<file path="config.mk">
export PLATFORM = sky130hd
export DESIGN_NAME = strmatch_engine
export DESIGN_NICKNAME = d
export VERILOG_FILES = /design/src/rtl/strmatch_pkg.sv /design/src/rtl/strmatch_matrix.sv /design/src/rtl/strmatch_reduce.sv /design/src/rtl/strmatch_index.sv /design/src/rtl/strmatch_engine.sv
export SDC_FILE = /design/constraint.sdc
export NUM_CORES = 2
export LEC_CHECK = 0
export ABC_AREA = 1
export BUFFER_PORTS_ARGS = -buffer_cell sky130_fd_sc_hd__buf_2
export CAP_MARGIN = 20
export CORE_MARGIN = 4
export CORE_UTILIZATION = 32
export CTS_BUF_LIST = sky130_fd_sc_hd__clkbuf_8 sky130_fd_sc_hd__clkbuf_16
export DETAILED_ROUTE_END_ITERATION = 7
export GPL_TIMING_DRIVEN = 0
export PLACE_DENSITY = 0.56
export SETUP_SLACK_MARGIN = 0.02
export SLEW_MARGIN = 10
export SYNTH_ARGS = -nofsm -noshare
export SYNTH_HDL_FRONTEND = slang
export SYNTH_SLANG_ARGS = --single-unit
</file>
<file path="constraint.sdc">
create_clock -name clk -period 3.2 [get_ports clk]
set_clock_uncertainty 0.15 [all_clocks]
set_input_delay 0 -clock clk [delete_from_list [all_inputs] [get_ports clk]]
set_output_delay 0 -clock clk [all_outputs]
set_load 0.03 [all_outputs]
</file>
<file path="src/rtl/strmatch_pkg.sv">
package strmatch_pkg;

   typedef enum logic [1:0] {
      MODE_EACH  = 2'b00,
      MODE_ANY   = 2'b01,
      MODE_RANGE = 2'b10,
      MODE_ORDER = 2'b11
   } cmp_mode_e;

endpackage

</file>
<file path="src/rtl/strmatch_matrix.sv">
module strmatch_matrix #(
   parameter int DATA_W = 128,
   parameter int BYTE_W = 8,
   parameter int WORD_W = 16,
   localparam int NB = DATA_W / BYTE_W,
   localparam int NW = DATA_W / WORD_W
) (
   input  logic                       wide,
   input  logic [DATA_W-1:0]          src1,
   input  logic [DATA_W-1:0]          src2,
   output logic [NB-1:0][NB-1:0]      eq_m,
   output logic [NB-1:0][NB-1:0]      ge_m,
   output logic [NB-1:0][NB-1:0]      le_m
);

   // row i = element i of src1, column j = element j of src2
   for (genvar i = 0; i < NB; i++) begin : g_row
      for (genvar j = 0; j < NB; j++) begin : g_col
         logic [BYTE_W-1:0] a_b, b_b;
         assign a_b = src1[i*BYTE_W +: BYTE_W];
         assign b_b = src2[j*BYTE_W +: BYTE_W];
         if (i < NW && j < NW) begin : g_both
            logic [WORD_W-1:0] a_w, b_w;
            assign a_w = src1[i*WORD_W +: WORD_W];
            assign b_w = src2[j*WORD_W +: WORD_W];
            assign eq_m[i][j] = wide ? (b_w == a_w) : (b_b == a_b);
            assign ge_m[i][j] = wide ? (b_w >= a_w) : (b_b >= a_b);
            assign le_m[i][j] = wide ? (b_w <= a_w) : (b_b <= a_b);
         end else begin : g_byte_only
            assign eq_m[i][j] = !wide && (b_b == a_b);
            assign ge_m[i][j] = !wide && (b_b >= a_b);
            assign le_m[i][j] = !wide && (b_b <= a_b);
         end
      end
   end

endmodule

</file>
<file path="src/rtl/strmatch_reduce.sv">
module strmatch_reduce
   import strmatch_pkg::*;
#(
   parameter int NB = 16,
   parameter int NW = 8
) (
   input  logic                   wide,
   input  cmp_mode_e              mode,
   input  logic [NB-1:0][NB-1:0]  eq_m,
   input  logic [NB-1:0][NB-1:0]  ge_m,
   input  logic [NB-1:0][NB-1:0]  le_m,
   output logic [NB-1:0]          mask
);

   localparam int NPAIR = NB / 2;

   logic [NB-1:0] each_v, any_v, rng_v, ordb_v, ordw_v, live_v;
   logic [NB-1:0] pick_v;

   for (genvar j = 0; j < NB; j++) begin : g_col
      logic any_b, rng_b, ordb_b, ordw_b;

      always_comb begin
         any_b = 1'b0;
         for (int i = 0; i < NB; i++) any_b = any_b | eq_m[i][j];
      end

      always_comb begin
         rng_b = 1'b0;
         for (int p = 0; p < NPAIR; p++)
            rng_b = rng_b | (ge_m[2*p][j] & le_m[2*p+1][j]);
      end

      // diagonal starting at column j; cells past the end count as hits
      always_comb begin
         ordb_b = 1'b1;
         for (int k = 0; k < NB; k++)
            if (j + k < NB) ordb_b = ordb_b & eq_m[k][(j+k) % NB];
      end

      if (j < NW) begin : g_wlane
         always_comb begin
            ordw_b = 1'b1;
            for (int k = 0; k < NW; k++)
               if (j + k < NW) ordw_b = ordw_b & eq_m[k][(j+k) % NW];
         end
         assign live_v[j] = 1'b1;
      end else begin : g_nolane
         assign ordw_b    = 1'b0;
         assign live_v[j] = !wide;
      end

      assign each_v[j] = eq_m[j][j];
      assign any_v[j]  = any_b;
      assign rng_v[j]  = rng_b;
      assign ordb_v[j] = ordb_b;
      assign ordw_v[j] = ordw_b;
   end

   always_comb begin
      unique case (mode)
         MODE_EACH:  pick_v = each_v;
         MODE_ANY:   pick_v = any_v;
         MODE_RANGE: pick_v = rng_v;
         MODE_ORDER: pick_v = wide ? ordw_v : ordb_v;
         default:    pick_v = '0;
      endcase
   end

   assign mask = pick_v & live_v;

endmodule

</file>
<file path="src/rtl/strmatch_index.sv">
module strmatch_index #(
   parameter int NB = 16,
   parameter int NW = 8,
   parameter int IDX_W = 5
) (
   input  logic             wide,
   input  logic [NB-1:0]    mask,
   output logic [IDX_W-1:0] index,
   output logic             empty
);

   always_comb begin
      index = wide ? IDX_W'(NW) : IDX_W'(NB);
      for (int k = NB - 1; k >= 0; k--)
         if (mask[k]) index = IDX_W'(k);
   end

   assign empty = (mask == '0);

endmodule

</file>
<file path="src/rtl/strmatch_engine.sv">
module strmatch_engine
   import strmatch_pkg::*;
#(
   parameter int DATA_W = 128,
   parameter int BYTE_W = 8,
   parameter int WORD_W = 16,
   localparam int NB    = DATA_W / BYTE_W,
   localparam int NW    = DATA_W / WORD_W,
   localparam int IDX_W = $clog2(NB + 1)
) (
   input  logic              clk,
   input  logic              rst_n,
   input  logic              start_i,
   input  logic              wide_i,
   input  logic [1:0]        mode_i,
   input  logic [DATA_W-1:0] src1_i,
   input  logic [DATA_W-1:0] src2_i,
   output logic [NB-1:0]     mask_o,
   output logic [IDX_W-1:0]  index_o,
   output logic              nomatch_o,
   output logic              done_o
);

   if (DATA_W % WORD_W != 0) begin : g_bad_width
      $error("DATA_W must be a multiple of WORD_W");
   end
   if (WORD_W != 2 * BYTE_W) begin : g_bad_word
      $error("WORD_W must be twice BYTE_W");
   end
   if (NW % 2 != 0) begin : g_bad_pairs
      $error("element counts must be even for range pairs");
   end

   // stage 1: comparison matrix
   logic [NB-1:0][NB-1:0] eq_c, ge_c, le_c;
   logic [NB-1:0][NB-1:0] eq_q, ge_q, le_q;
   logic                  wide_q, vld_q;
   cmp_mode_e             mode_q;

   strmatch_matrix #(
      .DATA_W (DATA_W),
      .BYTE_W (BYTE_W),
      .WORD_W (WORD_W)
   ) matrix_i (
      .wide (wide_i),
      .src1 (src1_i),
      .src2 (src2_i),
      .eq_m (eq_c),
      .ge_m (ge_c),
      .le_m (le_c)
   );

   always_ff @(posedge clk or negedge rst_n) begin
      if (!rst_n) begin
         vld_q  <= 1'b0;
         wide_q <= 1'b0;
         mode_q <= MODE_EACH;
         eq_q   <= '0;
         ge_q   <= '0;
         le_q   <= '0;
      end else begin
         vld_q <= start_i;
         if (start_i) begin
            wide_q <= wide_i;
            mode_q <= cmp_mode_e'(mode_i);
            eq_q   <= eq_c;
            ge_q   <= ge_c;
            le_q   <= le_c;
         end
      end
   end

   // stage 2: reduction and index
   logic [NB-1:0]    mask_c;
   logic [IDX_W-1:0] idx_c;
   logic             empty_c;

   strmatch_reduce #(
      .NB (NB),
      .NW (NW)
   ) reduce_i (
      .wide (wide_q),
      .mode (mode_q),
      .eq_m (eq_q),
      .ge_m (ge_q),
      .le_m (le_q),
      .mask (mask_c)
   );

   strmatch_index #(
      .NB    (NB),
      .NW    (NW),
      .IDX_W (IDX_W)
   ) index_i (
      .wide  (wide_q),
      .mask  (mask_c),
      .index (idx_c),
      .empty (empty_c)
   );

   always_ff @(posedge clk or negedge rst_n) begin
      if (!rst_n) begin
         done_o    <= 1'b0;
         mask_o    <= '0;
         index_o   <= '0;
         nomatch_o <= 1'b0;
      end else begin
         done_o <= vld_q;
         if (vld_q) begin
            mask_o    <= mask_c;
            index_o   <= idx_c;
            nomatch_o <= empty_c;
         end
      end
   end

endmodule

</file>
==> impl_metrics.json <==
{
  "max-slew-margin-rel_pct": 9.095,
  "dieHeight_um": 472.1,
  "synth_xor_area_share_pct": 0,
  "p_int_mw": 16.21,
  "timing.final.crit_share_pct": 106.6,
  "yosysUniqueCellTypes": 45,
  "avgSynthCellArea_um2": 8.008,
  "worst_pin_slew_ns": 1.364,
  "root_buffer": "clkbuf_16",
  "max_freq_ghz": 0.2932,
  "areaGrowthSynthToFinish_pct": 17.17,
  "ys_seq_area_share_pct": 19.57,
  "grt_pass1_vias": 72828,
  "required_ns": 3.66,
  "final_hold_viol_count": 1,
  "pin_count": 285,
  "start_util_pct": 32.15,
  "synthFlopType": "dfrtp_1",
  "nNetsFinal": 11549,
  "cts_buffer_depth": 3,
  "routedWlPerCell_um": 39.32,
  "synthAdderAreaFrac_pct": 38.33,
  "critPathLaunchType": "input port",
  "grtUsageTotal_pct": 41.06,
  "ctsHtreeMaxLevel": 3,
  "comb_power_share_pct": 41.0,
  "cts_buffers": 73,
  "die-area_mm2": 0.2229,
  "clkTransAtPathRegs_ns": 0.07,
  "period_needed_ns": 3.411,
  "power.switching_mw": 12.41,
  "portBuffers": 284,
  "antenna_found_initial": 73,
  "dpl.cell_count": 11911,
  "p_total_mw": 28.63,
  "p_seq_share_pct": 26.4,
  "drive_above_1_share_pct": 9.130,
  "cts_sinks": 539,
  "crit_fanout": 10,
  "place_ws_ns": -0.8246,
  "status": "finished with violations",
  "setup_ws_ns": -0.2112,
  "slew_violations": 0,
  "hp-class": "input port to flop",
  "synth_nets": 10983,
  "stdcell_count": 12132,
  "fin_hold_ws_ns": -0.006265,
  "synth_top_family_by_area": "adder cells",
  "gp_congestion": 1.053,
  "power.share.clock_pct": 32.6,
  "crit_arrival_ns": 3.87,
  "avgViaCountPerCell": 6.593,
  "wirelength_mm": 477.0,
  "power_density_mw_per_mm2": 354.4,
  "grt_pass1_wl_mm": 625.9,
  "synth_mux_area_share_pct": 0,
  "core_area_mm2": 0.2144,
  "first_pass_iters": 8,
  "crit_type": "input port to flop",
  "rsz0062_at_grt": "false",
  "endpoint_kind": "flop",
  "synth_compound_area_share_pct": 18.10,
  "synth_edf_count": 0,
  "failed_checks": "DRC, hold timing, setup timing",
  "ir_drop_mv": 0.4262,
  "drc_errors": 1,
  "cts_tree": "built",
  "multiInputGateArea_mm2": 0.05164,
  "max_cap_violations": 0,
  "antenna_left": 0,
  "vias": 79992,
  "swShare_pct": 43.36,
  "synthesis.area_mm2": 0.06894,
  "p_leak_nw": 41.42,
  "drt_iter0_markers": 12185,
  "seqCellArea_mm2": 0.01349,
  "dp_hpwl_mm": 369.7,
  "synthArstFlopShare_pct": 100.0,
  "rows": 170,
  "n_fill_cell": 21953,
  "yosysWarnings": 0,
  "synth_simple_gate_area_share_pct": 18.28,
  "fin_setup_tns_ns": -0.4240,
  "grt_start_max_net_pins": 100,
  "die_width_um": 472.1,
  "finalSetupViolCount": 4,
  "synth-seq-cells": 539,
  "synthCells": 8609,
  "clock_latency_ns": 0.74,
  "overflow": 0
}
==> critical path, cell delays in order <==
cell and delay [ns]:
dlygate4sd3_1 0.61, buf_2 0.23, clkdlybuf4s15_1 0.85, clkbuf_2 0.72, clkbuf_2 0.81, nand4_1 0.36
nand3_1 0.16, nand2_1 0.06
==> cell families after synthesis <==
logic type                 after synthesis
DFF                                    539
and+or+nand+nor                       2934
AOI/OAI and AO/OA                     1981
buffers and inverters                 1043
adders and majority gates             2112
==> cell type report <==
cell class	count	share of cell area, %
Multi-Input combinational cell	7027	63.94
Sequential cell	539	16.70
Timing Repair Buffer	491	6.569
Tap cell	2838	4.396
Inverter	903	4.210
Clock buffer	83	2.432
Buffer	140	0.8070
Clock inverter	50	0.7590
Antenna cell	61	0.1890
==> Yosys cell counts (3+ instances only) <==
library cell,n,share of area (%)
a22o_1,23,0.29
o21bai_1,77,0.84
ha_1,2112,38
dfrtp_1,539,20
o2111ai_1,30,0.38
inv_1,902,4.9
nor3_1,132,0.96
a2111oi_0,3,0.038
nand2_1,1737,9.5
a221o_1,7,0.10
o221a_2,16,0.26
o21a_1,55,0.60
a21o_1,51,0.56
a21oi_1,796,5.8
o41ai_1,4,0.051
buf_2,19,0.14
o22ai_1,21,0.19
nor4_1,52,0.47
o21ai_0,368,2.7
a221oi_1,125,1.6
a211oi_1,53,0.58
o31ai_1,14,0.15
nor3b_1,19,0.21
nor2_1,297,1.6
o211ai_1,126,1.4
clkbuf_1,107,0.58
o221ai_1,156,2.0
a31oi_1,15,0.14
nand3_1,420,3.0
nand4_1,271,2.5
buf_1,12,0.065
o311ai_0,32,0.41
==> worst paths after layout <==
check                                       from                endpoint  slack (ns)  cells past startpoint
setup reg to reg           mode_q[0]$_DFFE_PN0P_  index_o[0]$_DFFE_PN0P_        0.04                     18
setup / recovery                          wide_i    ge_q[39]$_DFFE_PN0P_       -0.21                      8
min in group asynchronous                  rst_n  mask_o[12]$_DFFE_PN0P_        0.20                      4
hold / removal                        src2_i[39]   le_q[244]$_DFFE_PN0P_      -0.006                      4
max in group asynchronous                  rst_n   eq_q[177]$_DFFE_PN0P_        0.90                      7
hold reg to reg                  vld_q$_DFF_PN0_        done_o$_DFF_PN0_        0.31                      0
==> routing by layer <==
layer	vias to the layer above	global-route usage, %	routed length (µm)
met5	-	0	270
li1	32639	-	-
met3	2042	14.86	64850
met4	38	37.09	52680
met2	6755	56.00	183600
met1	38518	49.98	175700
==> flip-flops by register name, indices dropped and copies added (netlist names) <==
name       count
mode_q         2
le_q         128
nomatch_o      1
eq_q         256
wide_q         1
index_o        5
ge_q         128
mask_o        16
done_o         1
vld_q          1
==> power by group through the flow <==
stage               logic [mW]  clock network (mW)  registers, mW
floorplan                 5.44                   0           7.64
CTS                       11.1                9.23           7.53
global placement          9.95                   0           7.65
finish                    11.7                9.34           7.55
global route              12.3                9.50           7.58
detailed placement        11.0                   0           7.64
==> what timing repair did <==
action / in CTS / in global routing
buffers inserted: 2 / 6
hold buffers: 17 / 0
endpoints found under the setup margin: 8 / 22
hold endpoints to repair: 384 / 0
gates resized for setup: 15 / 16
==> cells in the final DEF, fill, tap and decap left out, types with 20 or more instances in the layout <==
master | Yosys | layout
a211oi_1 | 53 | 53
a21o_1 | 51 | 51
a21oi_1 | 796 | 793
a221oi_1 | 125 | 123
a22o_1 | 23 | 23
buf_12 | 0 | 115
buf_16 | 0 | 38
buf_2 | 19 | 312
clkbuf_1 | 107 | 49
clkbuf_16 | 0 | 73
clkbuf_2 | 0 | 58
dfrtp_1 | 539 | 537
diode_2 | 0 | 61
ha_1 | 2112 | 2112
inv_1 | 902 | 795
inv_2 | 0 | 118
nand2_1 | 1737 | 1737
nand3_1 | 420 | 420
nand4_1 | 271 | 271
nor2_1 | 297 | 295
nor3_1 | 132 | 130
nor4_1 | 52 | 44
o2111ai_1 | 30 | 30
o211ai_1 | 126 | 126
o21a_1 | 55 | 55
o21ai_0 | 368 | 366
o21bai_1 | 77 | 77
o221ai_1 | 156 | 156
o22ai_1 | 21 | 20
o311ai_0 | 32 | 32
==> through the flow <==
stage	instance area, µm²	util [%]
3_3_place_gp	73910	34.47
5_1_grt	80630	37.60
3_5_place_dp	77630	36.21
4_1_cts	80460	37.53
2_1_floorplan	68940	-
6_report	80770	37.67
No activity file was read; power rests on OpenSTA's default activity.
